<file path="config.mk">
export PLATFORM = sky130hd
export DESIGN_NAME = trig_delay_gen
export DESIGN_NICKNAME = d
export VERILOG_FILES = /design/src/rtl/trig_delay_gen.sv
export SDC_FILE = /design/constraint.sdc
export NUM_CORES = 1
export LEC_CHECK = 0
export CAP_MARGIN = 20
export CORE_ASPECT_RATIO = 1.25
export CORE_MARGIN = 2
export CORE_UTILIZATION = 40
export CTS_BUF_LIST = sky130_fd_sc_hd__clkbuf_8 sky130_fd_sc_hd__clkbuf_16
export CTS_CLUSTER_DIAMETER = 30
export DETAILED_ROUTE_END_ITERATION = 7
export SLEW_MARGIN = 20
export SYNTH_ARGS = -nofsm -noshare
export SYNTH_HDL_FRONTEND = slang
export SYNTH_SLANG_ARGS = --single-unit
</file>
<file path="constraint.sdc">
create_clock -name clk -period 2 [get_ports clk]
set_input_delay 0.6 -clock clk [delete_from_list [all_inputs] [get_ports clk]]
set_output_delay 0.6 -clock clk [all_outputs]
set_load 0.02 [all_outputs]
</file>
<file path="src/rtl/trig_delay_gen.sv">
module trig_delay_gen #(
  parameter int CODE_W     = 8,
  parameter int FULL_SCALE = 64,
  parameter int MIN_LAT    = 3,
  parameter int SETTLE_CYC = 4,
  parameter int RECOV_CYC  = 3
) (
  input  logic              clk,
  input  logic              rst_n,
  input  logic [CODE_W-1:0] code_in,
  input  logic              hold,
  input  logic              trig,
  input  logic              clr,
  input  logic              self_clr,
  output logic              pulse_out,
  output logic              early_flag
);
  localparam int PW = CODE_W + $clog2(FULL_SCALE + 1);
  localparam int CW = $clog2(MIN_LAT + FULL_SCALE + 1);
  localparam int SW = $clog2(SETTLE_CYC + 2);
  localparam int RW = $clog2(RECOV_CYC + 2);

  logic [CODE_W-1:0] code_q, act_code;
  logic [PW-1:0]     prod;
  logic [CW-1:0]     total, cnt;
  logic [SW-1:0]     set_cnt;
  logic [RW-1:0]     rec_cnt;
  logic trig_q, hold_q, busy;
  logic clr_eff, trig_rise, hold_rise, accept, in_window;

  assign act_code  = hold ? code_q : code_in;
  assign prod      = PW'(act_code) * PW'(FULL_SCALE);
  assign total     = CW'(MIN_LAT) + CW'(prod >> CODE_W);
  assign clr_eff   = clr | (self_clr & pulse_out);
  assign trig_rise = trig & ~trig_q;
  assign hold_rise = hold & ~hold_q;
  assign accept    = trig_rise & ~busy & ~clr_eff;
  assign in_window = hold_rise | (set_cnt != '0) | (rec_cnt != '0);

  always_ff @(posedge clk or negedge rst_n) begin
    if (!rst_n) begin
      code_q     <= '0;
      trig_q     <= 1'b0;
      hold_q     <= 1'b0;
      early_flag <= 1'b0;
      set_cnt    <= '0;
      rec_cnt    <= '0;
      busy       <= 1'b0;
      cnt        <= '0;
      pulse_out  <= 1'b0;
    end else begin
      code_q     <= act_code;
      trig_q     <= trig;
      hold_q     <= hold;
      early_flag <= accept & in_window;
      if (hold_rise)          set_cnt <= SW'(SETTLE_CYC);
      else if (set_cnt != '0) set_cnt <= set_cnt - 1'b1;
      if (clr_eff) begin
        rec_cnt   <= RW'(RECOV_CYC);
        busy      <= 1'b0;
        cnt       <= '0;
        pulse_out <= 1'b0;
      end else begin
        if (rec_cnt != '0) rec_cnt <= rec_cnt - 1'b1;
        if (busy) begin
          if (cnt == '0) begin
            pulse_out <= 1'b1;
            busy      <= 1'b0;
          end else begin
            cnt <= cnt - 1'b1;
          end
        end else if (accept) begin
          busy <= 1'b1;
          cnt  <= total - 1'b1;
        end
      end
    end
  end

  assert_latch_hold_R1: assert property (@(posedge clk) disable iff (!rst_n)
    (hold && $past(hold)) |-> (act_code == $past(act_code)));
  assert_fire_from_cycle_R3: assert property (@(posedge clk) disable iff (!rst_n)
    $rose(pulse_out) |-> $past(busy));
  assert_clear_wins_R4: assert property (@(posedge clk) disable iff (!rst_n)
    clr |=> !pulse_out);
  assert_narrow_pulse_R5: assert property (@(posedge clk) disable iff (!rst_n)
    (self_clr && pulse_out) |=> !pulse_out);
  assert_level_kept_R6: assert property (@(posedge clk) disable iff (!rst_n)
    (pulse_out && !clr && !self_clr) |=> pulse_out);
  assert_flag_single_R9: assert property (@(posedge clk) disable iff (!rst_n)
    early_flag |=> !early_flag);
endmodule

</file>
==> results.py <==
metrics = {
    "run_status": {
        "status": "finished, final reports clean",
    },
    "cts": {
        "tritoncts": "built",
        "clk_pin_slew_ns": 0.09,
        "root_buffer": "clkbuf_8",
        "postCtsHoldBufs": 0,
        "cts.sinks": 24,
        "max-clock-path-buffers": 2,
        "clk_latency_ns": 0.26,
        "numCtsBuffers": 3,
        "htree_levels": 1,
    },
    "worst_setup_path": {
        "cpMaxStageDelayCell": "dfrtp_1",
        "reg2reg_depth": 6,
        "crit_path_max_fanout": 4,
        "end_kind": "flip-flop",
        "path_cells": "inv_1 > ha_1 > or3b_4 > o41a_1 > a211o_1 > o311a_1",
        "r2r_start": "cnt[0]$_DFFE_PN0P_",
        "rr_endpoint": "cnt[0]$_DFFE_PN0P_",
        "max_stage_delay_ns": 0.41,
        "cp_data_required_time_ns": 2.16,
        "path_delay_family": "compound AO/OA/AOI/OAI gates",
        "crit_type": "reg2reg",
        "startpoint_type": "flip-flop",
        "cp_data_arrival_time_ns": 2.09,
        "reg2reg_slack_ns": 0.07,
        "cp_num_buf_inv": 1,
    },
    "sta": {
        "fin_crit_ns": 1.93,
        "relSlewSlack": 0.733,
        "drv_slew": 0,
        "tightest_slew_ns": 0.401,
        "max_freq_mhz": 518,
        "timing.final.ws_setup_ns": 0.0687,
        "period_share": 0.966,
        "fin_skew_ns": 0.00259,
        "setup_viol": 0,
        "finalHoldViolCount": 0,
        "hold_slack_ns": 0.483,
        "setup_tns_ns": 0,
        "rsz0062_at_grt": "false",
    },
    "cells_and_area": {
        "fillers": 306,
        "final_nets": 172,
        "ff_latch_area_sq_um": 601,
        "fin_util": 0.516,
        "drive_above_1_share": 0.185,
        "multi_input_area_sq_um": 641,
        "area_delta_synth_final_pct": 26.1,
        "diodes": 0,
    },
    "yosys": {
        "synthCells": 124,
        "synthFlopType": "dfrtp_1",
        "netlist_area_sq_mm": 0.00130,
        "synth.ff_latch_count": 24,
        "syn_avg_cell_area_sq_um": 10.5,
        "synth_edf_count": 0,
        "synthDistinctLibCells": 44,
        "async_flop_share": 1.00,
        "postSynthNetCount": 144,
        "yosys_warnings": 0,
        "synth_seq_area_share": 0.463,
    },
    "placement": {
        "dp_hpwl_um": 1970,
        "gp_congestion": 0.837,
        "pre_cts_ws_ns": -0.312,
        "port_buffers": 13,
    },
    "die": {
        "die_w_um": 54.9,
        "start_util": 0.409,
        "ios": 16,
        "dieArea_sq_mm": 0.00371,
        "coreArea_sq_mm": 0.00317,
        "die_h_um": 67.6,
        "rows": 23,
    },
    "min_path": {
        "min_from": "set_cnt[2]$_DFFE_PN0P_",
        "whs_path_depth": 1,
        "hold_end": "set_cnt[2]$_DFFE_PN0P_",
        "hold_path.class": "reg2reg",
    },
    "pwr": {
        "peakVddDrop_mv": 0.475,
        "p_leak_nw": 0.730,
        "power_density_mw_per_mm2": 926,
    },
    "detailed_routing": {
        "wl_per_cell_um": 14.0,
        "vias": 1017,
        "wl_um": 2630,
        "route.detailed.drc": 0,
        "viasPerCell": 5.41,
        "drtAntennaViolNets": 0,
        "dr.pass1.iters": 3,
        "drt-initial-drc-count": 42,
    },
    "global_routing": {
        "grt_max_degree": 25,
        "grt_pass1_vias": 1029,
        "gr-total-overflow": 0,
        "grt_pass1_wl_um": 4280,
        "antenna_found_initial": 0,
        "grt_usage": 0.158,
    },
    "run": {
        "max_cap_violations": 0,
    },
}
routing by layer:
layer	part of all wire	GRT usage
met3	0.013	0.0199
met2	0.55	0.286
met5	0	0
met4	0.0072	0.0732
met1	0.43	0.179
kinds of logic (layout without fill, tap and decap cells):
family | count (synthesis) | in the layout | share of synthesized area
AOI/OAI and AO/OA | 31 | 31 | 0.173
xor gates and xnor gates | 4 | 4 | 0.0270
adders and majority gates | 6 | 6 | 0.0579
buffers and inverters | 15 | 42 | 0.0454
DFF | 24 | 24 | 0.463
muxes | 7 | 7 | 0.0569
and+or+nand+nor | 37 | 37 | 0.177
registers in the layout, summed over array words and instances (netlist names):
name        cells
set_cnt         3
cnt             7
early_flag      1
code_q          6
hold_q          1
pulse_out       1
rec_cnt         3
trig_q          1
busy            1
through the flow:
stage	instance area (sq um)	power, mW	std cells
2_1_floorplan	1300	0.943	124
3_3_place_gp	1550	1.07	182
3_5_place_dp	1550	1.09	182
4_1_cts	1620	1.52	186
5_1_grt	1630	1.63	188
6_report	1630	1.51	188
final cells by class:
cell class,instances,share of cell area
flip-flops and latches,24,0.368
clock buffers,3,0.0253
inverters,11,0.0253
repair buffers,27,0.143
multi-input cells,85,0.392
well taps,37,0.0283
clock inverters,1,0.0184
Yosys cell counts, types with 2 or more instances:
master,instances,share of area
a211oi_1,4,0.023
a21oi_1,7,0.027
a31oi_1,4,0.019
buf_2,2,0.0077
clkbuf_1,2,0.0058
dfrtp_1,24,0.46
ha_1,6,0.058
inv_1,11,0.032
mux2_2,3,0.026
mux2i_1,4,0.031
nand2_1,3,0.0087
nand3b_1,2,0.012
nand4b_1,2,0.014
nor2_1,11,0.032
nor2b_1,2,0.0097
nor3b_1,2,0.012
o21ai_0,3,0.012
or3b_2,2,0.014
or4_1,2,0.012
or4b_1,2,0.015
xnor2_1,2,0.014
xor2_1,2,0.014
worst max-delay path by stage:
stage	startpoint	to	slack, ns	cells after the start
floorplan	hold	cnt[5]$_DFFE_PN0P_	0.09	6
global placement	hold	cnt[5]$_DFFE_PN0P_	-0.30	6
detailed placement	hold	cnt[5]$_DFFE_PN0P_	-0.31	6
CTS	cnt[0]$_DFFE_PN0P_	cnt[0]$_DFFE_PN0P_	0.04	6
global route	cnt[0]$_DFFE_PN0P_	cnt[6]$_DFFE_PN0P_	0.004	6
finish	cnt[0]$_DFFE_PN0P_	cnt[0]$_DFFE_PN0P_	0.07	6
timing repair:
action	CTS	global route
setup buffers	0	2
endpoints found under the setup margin	2	3
resized for setup	1	2
report_power, final:
group          switching (mW)  internal, mW  leakage, nW  total, mW
Sequential             0.0612         0.570        0.298      0.631
Clock                   0.155         0.267       0.0357      0.423
Combinational           0.228         0.232        0.396      0.460
Total                   0.444          1.07        0.730       1.51
cells in the final DEF, fill, tap and decap left out, types with 2 or more instances in the layout:
| cell type | n |
|---|---|
| a211oi_1 | 4 |
| a21oi_1 | 7 |
| a31oi_1 | 4 |
| buf_4 | 14 |
| clkbuf_8 | 3 |
| clkdlybuf4s50_1 | 12 |
| dfrtp_1 | 24 |
| ha_1 | 6 |
| inv_1 | 11 |
| mux2_2 | 3 |
| mux2i_1 | 4 |
| nand2_1 | 3 |
| nand3b_1 | 2 |
| nand4b_1 | 2 |
| nor2_1 | 11 |
| nor2b_1 | 2 |
| nor3b_1 | 2 |
| o21ai_0 | 3 |
| or3b_2 | 2 |
| or4_1 | 2 |
| or4b_1 | 2 |
| xnor2_1 | 2 |
| xor2_1 | 2 |
Power figures use the tool's default switching activity.
